## src/rtl/addr_filter_pkg.sv

```systemverilog
`timescale 1ns/1ps
package addr_filter_pkg;
    typedef enum logic [2:0] {
        ST_IDLE,
        ST_COLLECT,
        ST_LEN,
        ST_CMP,
        ST_DONE
    } filt_state_e;
endpackage

```

## src/rtl/addr_cfg_mem.sv

```systemverilog
`timescale 1ns/1ps
// Host-written configuration bytes with two combinational read ports.
module addr_cfg_mem #(
    parameter int DEPTH = 21,
    parameter int AW    = 5,
    parameter int PW    = 6,
    parameter int DW    = 8
) (
    input  logic          clk,
    input  logic          rst_n,
    input  logic          we,
    input  logic [AW-1:0] waddr,
    input  logic [DW-1:0] wdata,
    input  logic [PW-1:0] raddr_a,
    input  logic [PW-1:0] raddr_b,
    output logic [DW-1:0] rdata_a,
    output logic [DW-1:0] rdata_b,
    output logic [DW-1:0] offset_o,
    output logic [DW-1:0] len_o
);
    logic [DW-1:0] mem_q [DEPTH];

    always_ff @(posedge clk or negedge rst_n) begin
        if (!rst_n) begin
            for (int i = 0; i < DEPTH; i++) mem_q[i] <= '0;
        end else if (we && (int'(waddr) < DEPTH)) begin
            mem_q[waddr] <= wdata;
        end
    end

    // Reads beyond the last byte return zero, which acts as a list end.
    assign rdata_a  = (int'(raddr_a) < DEPTH) ? mem_q[raddr_a[AW-1:0]] : '0;
    assign rdata_b  = (int'(raddr_b) < DEPTH) ? mem_q[raddr_b[AW-1:0]] : '0;
    assign offset_o = mem_q[0];
    assign len_o    = mem_q[1];
endmodule

```

## src/rtl/addr_window.sv

```systemverilog
`timescale 1ns/1ps
// Payload position counter and capture buffer for the address window.
module addr_window #(
    parameter int MAXB = 4,
    parameter int DW   = 8,
    parameter int IW   = 3,
    parameter int POSW = 10
) (
    input  logic          clk,
    input  logic          rst_n,
    input  logic          clear,
    input  logic          active,
    input  logic          rx_valid,
    input  logic [DW-1:0] rx_data,
    input  logic [DW-1:0] offset,
    input  logic [DW-1:0] len,
    input  logic [IW-1:0] rd_idx,
    output logic          last,
    output logic [DW-1:0] rd_byte
);
    logic [POSW-1:0] pos_q;
    logic [DW-1:0]   buf_q [MAXB];
    logic [POSW-1:0] win_lo, win_hi, slot;
    logic            in_win;

    assign win_lo = POSW'(offset);
    assign win_hi = POSW'(offset) + POSW'(len);
    assign in_win = (pos_q >= win_lo) && (pos_q < win_hi);
    assign slot   = pos_q - win_lo;
    assign last   = active && rx_valid && in_win && ((pos_q + POSW'(1)) == win_hi);

    always_ff @(posedge clk or negedge rst_n) begin
        if (!rst_n) begin
            pos_q <= '0;
            for (int i = 0; i < MAXB; i++) buf_q[i] <= '0;
        end else if (clear) begin
            pos_q <= '0;
            for (int i = 0; i < MAXB; i++) buf_q[i] <= '0;
        end else if (active && rx_valid) begin
            if (pos_q != '1) pos_q <= pos_q + POSW'(1);
            if (in_win && (slot < POSW'(MAXB))) buf_q[slot[IW-1:0]] <= rx_data;
        end
    end

    assign rd_byte = (int'(rd_idx) < MAXB) ? buf_q[rd_idx] : '0;
endmodule

```

## src/rtl/addr_byte_cmp.sv

```systemverilog
`timescale 1ns/1ps
// Masked comparison of one received byte against one stored byte.
module addr_byte_cmp #(
    parameter int DW = 8
) (
    input  logic [DW-1:0] rx_byte,
    input  logic [DW-1:0] ref_byte,
    input  logic [DW-1:0] mask_byte,
    output logic          hit
);
    assign hit = ((rx_byte ^ ref_byte) & mask_byte) == '0;
endmodule

```

## src/rtl/addr_filter.sv

```systemverilog
`timescale 1ns/1ps
module addr_filter
    import addr_filter_pkg::*;
#(
    parameter int CFG_DEPTH = 21,
    parameter int MAX_ADDR  = 4,
    parameter int DW        = 8,
    localparam int CFG_AW   = $clog2(CFG_DEPTH)
) (
    input  logic              clk,
    input  logic              rst_n,
    input  logic              cfg_we,
    input  logic [CFG_AW-1:0] cfg_addr,
    input  logic [DW-1:0]     cfg_wdata,
    input  logic              irq_en,
    input  logic              pkt_start,
    input  logic              rx_valid,
    input  logic [DW-1:0]     rx_data,
    input  logic              pkt_end,
    output logic              match,
    output logic              done,
    output logic              irq
);
    localparam int PTR_W = CFG_AW + 1;
    localparam int IDX_W = $clog2(MAX_ADDR + 1);
    localparam int POS_W = DW + 2;
    localparam int SUM_W = PTR_W + DW + 1;

    filt_state_e       state_q, state_d;
    logic [PTR_W-1:0]  ptr_q;
    logic [IDX_W-1:0]  idx_q;
    logic              ok_q, match_q, irq_q;
    logic [DW-1:0]     off_q, n_q;
    logic [DW-1:0]     rd_a, rd_b, cfg_off, cfg_len, win_byte;
    logic              win_last, byte_hit;
    logic              len_bad, bypass, last_byte, entry_fits, entry_hit, hit_now;

    addr_cfg_mem #(.DEPTH(CFG_DEPTH), .AW(CFG_AW), .PW(PTR_W), .DW(DW)) u_mem (
        .clk(clk), .rst_n(rst_n), .we(cfg_we), .waddr(cfg_addr), .wdata(cfg_wdata),
        .raddr_a(ptr_q), .raddr_b(ptr_q + PTR_W'(1)),
        .rdata_a(rd_a), .rdata_b(rd_b), .offset_o(cfg_off), .len_o(cfg_len)
    );

    addr_window #(.MAXB(MAX_ADDR), .DW(DW), .IW(IDX_W), .POSW(POS_W)) u_win (
        .clk(clk), .rst_n(rst_n), .clear(pkt_start),
        .active(state_q == ST_COLLECT), .rx_valid(rx_valid), .rx_data(rx_data),
        .offset(off_q), .len(n_q), .rd_idx(idx_q),
        .last(win_last), .rd_byte(win_byte)
    );

    addr_byte_cmp #(.DW(DW)) u_cmp (
        .rx_byte(win_byte), .ref_byte(rd_a), .mask_byte(rd_b), .hit(byte_hit)
    );

    assign bypass     = (cfg_len == '0);
    assign len_bad    = bypass || (int'(cfg_len) > MAX_ADDR);
    assign last_byte  = (DW'(idx_q) == (n_q - DW'(1)));
    assign entry_fits = (rd_a == n_q) &&
                        ((SUM_W'(ptr_q) + SUM_W'({n_q, 1'b0})) <= SUM_W'(CFG_DEPTH - 1));
    assign entry_hit  = ok_q && byte_hit;
    assign hit_now    = (state_q == ST_CMP) && last_byte && entry_hit;

    // Next-state logic
    always_comb begin
        state_d = state_q;
        unique case (state_q)
            ST_IDLE:    state_d = ST_IDLE;
            ST_COLLECT: begin
                if (win_last)     state_d = ST_LEN;
                else if (pkt_end) state_d = ST_DONE;
            end
            ST_LEN:     state_d = entry_fits ? ST_CMP : ST_DONE;
            ST_CMP:     if (last_byte) state_d = entry_hit ? ST_DONE : ST_LEN;
            ST_DONE:    state_d = ST_DONE;
            default:    state_d = ST_IDLE;
        endcase
        if (pkt_start) state_d = len_bad ? ST_DONE : ST_COLLECT;
    end

    // State register
    always_ff @(posedge clk or negedge rst_n) begin
        if (!rst_n) state_q <= ST_IDLE;
        else        state_q <= state_d;
    end

    // Walk pointer, byte index, running hit and latched packet settings
    always_ff @(posedge clk or negedge rst_n) begin
        if (!rst_n) begin
            ptr_q <= PTR_W'(1);
            idx_q <= '0;
            ok_q  <= 1'b1;
            off_q <= '0;
            n_q   <= '0;
        end else if (pkt_start) begin
            ptr_q <= PTR_W'(1);
            idx_q <= '0;
            ok_q  <= 1'b1;
            off_q <= cfg_off;
            n_q   <= cfg_len;
        end else if (state_q == ST_LEN && entry_fits) begin
            ptr_q <= ptr_q + PTR_W'(1);
            idx_q <= '0;
            ok_q  <= 1'b1;
        end else if (state_q == ST_CMP) begin
            ptr_q <= ptr_q + PTR_W'(2);
            idx_q <= idx_q + IDX_W'(1);
            ok_q  <= entry_hit;
        end
    end

    // Outputs
    always_ff @(posedge clk or negedge rst_n) begin
        if (!rst_n) begin
            match_q <= 1'b0;
            irq_q   <= 1'b0;
        end else if (pkt_start) begin
            match_q <= bypass;
            irq_q   <= 1'b0;
        end else if (hit_now) begin
            match_q <= 1'b1;
            irq_q   <= irq_en;
        end else begin
            irq_q   <= 1'b0;
        end
    end

    assign match = match_q;
    assign done  = (state_q == ST_DONE);
    assign irq   = irq_q;
endmodule

```

## config.mk

```make
export PLATFORM = sky130hd
export DESIGN_NAME = addr_filter
export DESIGN_NICKNAME = d
export VERILOG_FILES = /design/src/rtl/addr_filter_pkg.sv /design/src/rtl/addr_cfg_mem.sv /design/src/rtl/addr_window.sv /design/src/rtl/addr_byte_cmp.sv /design/src/rtl/addr_filter.sv
export SDC_FILE = /design/constraint.sdc
export NUM_CORES = 1
export LEC_CHECK = 0
export ABC_CLOCK_PERIOD_IN_PS = 6350
export BUFFER_PORTS_ARGS = -buffer_cell sky130_fd_sc_hd__buf_4
export CAP_MARGIN = 20
export CORE_MARGIN = 1.5
export CORE_UTILIZATION = 50
export DETAILED_ROUTE_END_ITERATION = 12
export MAX_ROUTING_LAYER = met4
export PLACE_DENSITY = 0.65
export SLEW_MARGIN = 40
export SYNTH_ARGS = -nofsm -noshare
export SYNTH_HDL_FRONTEND = slang
export SYNTH_SLANG_ARGS = --single-unit
```

## constraint.sdc

```tcl
create_clock -name clk -period 6.35 [get_ports clk]
set_input_delay 1.27 -clock clk [delete_from_list [all_inputs] [get_ports clk]]
set_output_delay 1.27 -clock clk [all_outputs]
set_load 0.005 [all_outputs]
```

==> impl_metrics.py <==
metrics = {
    "floorplanning": {
        "dieArea_mm2": 0.0308,
        "start_util": 0.513,
        "pin_count": 31,
        "row_count": 62,
        "core_area_mm2": 0.0290,
        "die_h_um": 176,
        "fp.dieW_um": 176,
    },
    "clock_tree": {
        "clk_path_buf_depth": 3,
        "htree_levels": 1,
        "tritoncts": "done",
        "clock_latency_ns": 0.59,
        "cts_buffers": 28,
        "clkSinkCount": 241,
        "cts_setup_buffers": 0,
        "cts-root-buf": "clkbuf_16",
        "clkTransAtPathRegs_ns": 0.07,
        "holdBufCountCts": 0,
        "cts_resized": 0,
    },
    "sta": {
        "fin_crit_ns": 5.05,
        "drv_slew": 0,
        "layout_worst_path_cycle_share": 0.796,
        "finalSetupViolations": 0,
        "tightest_slew_ns": 0.887,
        "finClkSkew_ns": 0.0450,
        "finalHoldViolCount": 0,
        "tns_ns": 0,
        "relSlewSlack": 0.405,
        "rsz0062_at_grt": "no",
        "whs_ns": 0.519,
        "max_clock_freq_mhz": 198,
    },
    "synthesis": {
        "syn-cell-area_mm2": 0.0149,
        "synthFlopType": "dfrtp_1",
        "async_reset_ff_frac": 1.00,
        "ys_ff_latch": 241,
        "ys_seq_area_frac": 0.405,
        "synth_area_per_cell_um2": 11.5,
        "syn-num-nets": 1360,
        "synth_edf_count": 0,
        "yosysWarningCount": 0,
        "synthCells": 1293,
        "yosysUniqueCellTypes": 82,
    },
    "layout": {
        "final.fill_count": 2440,
        "multi_input_area_mm2": 0.00836,
        "diodes": 0,
        "final_util": 0.568,
        "syn_to_final_growth_pct": 10.7,
        "drive_above_1_share": 0.280,
        "seqCellArea_mm2": 0.00604,
        "fin_cells": 1689,
        "fin_nets": 1350,
    },
    "pwr": {
        "seq_power_share": 0.408,
        "internal_power_mw": 3.47,
        "p_sw_mw": 1.42,
        "combPwrFrac": 0.211,
        "leakage_nw": 7.55,
        "p_clk_frac": 0.381,
        "swShare": 0.290,
        "ir_drop_uv": 228,
        "powerDensity_mw_per_mm2": 297,
        "power_mw": 4.89,
    },
    "detailed_routing": {
        "antenna_left": 0,
        "wl_per_cell_um": 23.6,
        "drt_iter0_markers": 832,
        "firstDrtPassIters": 5,
        "num_vias": 10800,
        "drc": 0,
        "drt-total-wl_um": 39900,
        "viasPerCell": 6.41,
    },
    "critical_path": {
        "cp_num_buf_inv": 1,
        "cp.required_ns": 6.76,
        "start_kind": "register",
        "crit_type": "register to register",
        "arrival_ns": 5.46,
        "crit_slowest_cell": "a2111oi_0",
        "cp_max_fo": 8,
        "endpoint_kind": "register",
        "worstPathCellList": "ha_1, fa_1, a211o_1, a211o_1, a221oi_2, inv_1, ha_1, o21a_1, o21ai_0, a21oi_1, a2111oi_0, o2111a_1, nand4_1, mux2i_1, nor2_1",
        "critical_path.max_stage_delay_ns": 0.68,
        "cp_top_family": "compound AO/OA/AOI/OAI gates",
    },
    "min_path": {
        "min-delay-path-class": "register to register",
    },
    "placement": {
        "dp_hpwl_um": 27900,
        "gp_congestion": 0.985,
        "place_inst": 1636,
        "portBuffers": 30,
    },
    "run_status": {
        "status": "finished clean",
    },
    "global_routing": {
        "grt_first_pass_wirelength_um": 62700,
        "track_usage": 0.271,
        "grt_pass1_vias": 10700,
        "grt_max_degree": 151,
        "overflow": 0,
        "antenna_found_initial": 0,
    },
    "run": {
        "cap_violations": 0,
    },
}
registers in the layout, summed over array words and instances, names as in the netlist:
signal	cells
u_mem.offset_o	8
off_q	8
u_win.buf_q	32
n_q	8
irq	1
state_q	3
ok_q	1
u_win.pos_q	10
u_mem.len_o	8
u_mem.mem_q	152
match	1
ptr_q	6
idx_q	3
cells in the mapped netlist (8+ instances only):
cell type	n	area share
mux4_2	56	0.085
xor2_1	15	0.0088
clkbuf_1	52	0.013
ha_1	36	0.030
o21ai_0	28	0.0094
mux2i_1	94	0.063
buf_2	16	0.0054
nor2b_1	14	0.0059
nand2b_1	15	0.0063
o221ai_1	8	0.0047
o211ai_1	8	0.0040
a21oi_1	33	0.011
nor3_1	15	0.0050
nand3_1	43	0.014
a21o_1	8	0.0040
dfrtp_1	239	0.40
inv_1	26	0.0066
nand2_1	82	0.021
o21a_1	9	0.0045
nor2_1	85	0.021
mux2_2	185	0.14
a22oi_1	19	0.0096
nand4_1	16	0.0067
xnor2_1	32	0.019
logic make-up after synthesis:
group | Yosys count | synth area share
buf+inv | 115 | 0.0367
flops | 241 | 0.405
xor+xnor | 47 | 0.0277
fa+ha+maj | 40 | 0.0350
simple gates | 325 | 0.111
compound gates | 186 | 0.0896
mux | 339 | 0.295
layout make-up:
type,instances,area share
Clock buffer,33,0.0467
Clock inverter,19,0.0194
Inverter,28,0.00638
Multi-Input combinational cell,937,0.507
Sequential cell,241,0.366
Tap cell,384,0.0291
Timing Repair Buffer,47,0.0250
layer usage:
metal | global-route usage | wire length (um) | share of wire
met1 | 0.358 | 17100 | 0.43
met2 | 0.416 | 18500 | 0.46
met3 | 0.0595 | 2920 | 0.073
met4 | 0.0933 | 1360 | 0.034
met5 | - | 0 | 0
per-stage QoR:
| step | setup slack [ns] | cell area, um^2 |
|---|---|---|
| after floorplan | 2.07 | 14900 |
| after global placement | 1.46 | 15300 |
| after detailed placement | 1.32 | 15400 |
| after CTS | 1.30 | 16500 |
| after global routing | 0.982 | 16500 |
| final | 1.30 | 16500 |
power groups by stage:
| stage | sequential [mW] | combinational [mW] | clock (mW) |
|---|---|---|---|
| finish | 1.99 | 1.03 | 1.86 |
| global route | 2.02 | 1.13 | 1.96 |
| CTS | 1.99 | 1.02 | 1.89 |
| detailed placement | 2.01 | 1.02 | 0 |
| global placement | 2.00 | 0.998 | 0 |
| floorplan | 1.92 | 0.792 | 0 |
layout by cell type (no fill, tap or decap), drive strengths merged, types with 9 or more instances in the layout:
cell type	instances
dfrtp	239
mux2	185
mux2i	94
nor2	85
nand2	82
mux4	60
buf	47
nand3	43
ha	36
a21oi	33
clkbuf	33
xnor2	32
o21ai	29
inv	29
a22oi	19
nand4	16
nor3	16
xor2	15
nand2b	15
nor2b	15
o21a	9
o221ai	9
worst paths after layout:
check,start,endpoint,slack [ns],cells after the start
max in group asynchronous,rst_n,u_mem.mem_q[97],4.36,3
setup reg to reg,n_q[0],u_win.buf_q[19],1.30,15
setup / recovery,n_q[0],u_win.buf_q[19],1.30,15
hold reg to reg,match,match,0.52,1
min in group asynchronous,rst_n,u_win.pos_q[0],0.70,1
hold / removal,match,match,0.52,1
worst reg2reg max path: stages (launching register included):
cell and delay, ns:
dfrtp_1 0.43, ha_1 0.24, fa_1 0.43, a211o_1 0.32, a211o_1 0.30, a221oi_2 0.40
inv_1 0.11, ha_1 0.29, o21a_1 0.18, o21ai_0 0.14, a21oi_1 0.05, a2111oi_0 0.68
o2111a_1 0.38, nand4_1 0.54, mux2i_1 0.37, nor2_1 0.07
No activity file was read; power rests on OpenSTA's default activity.
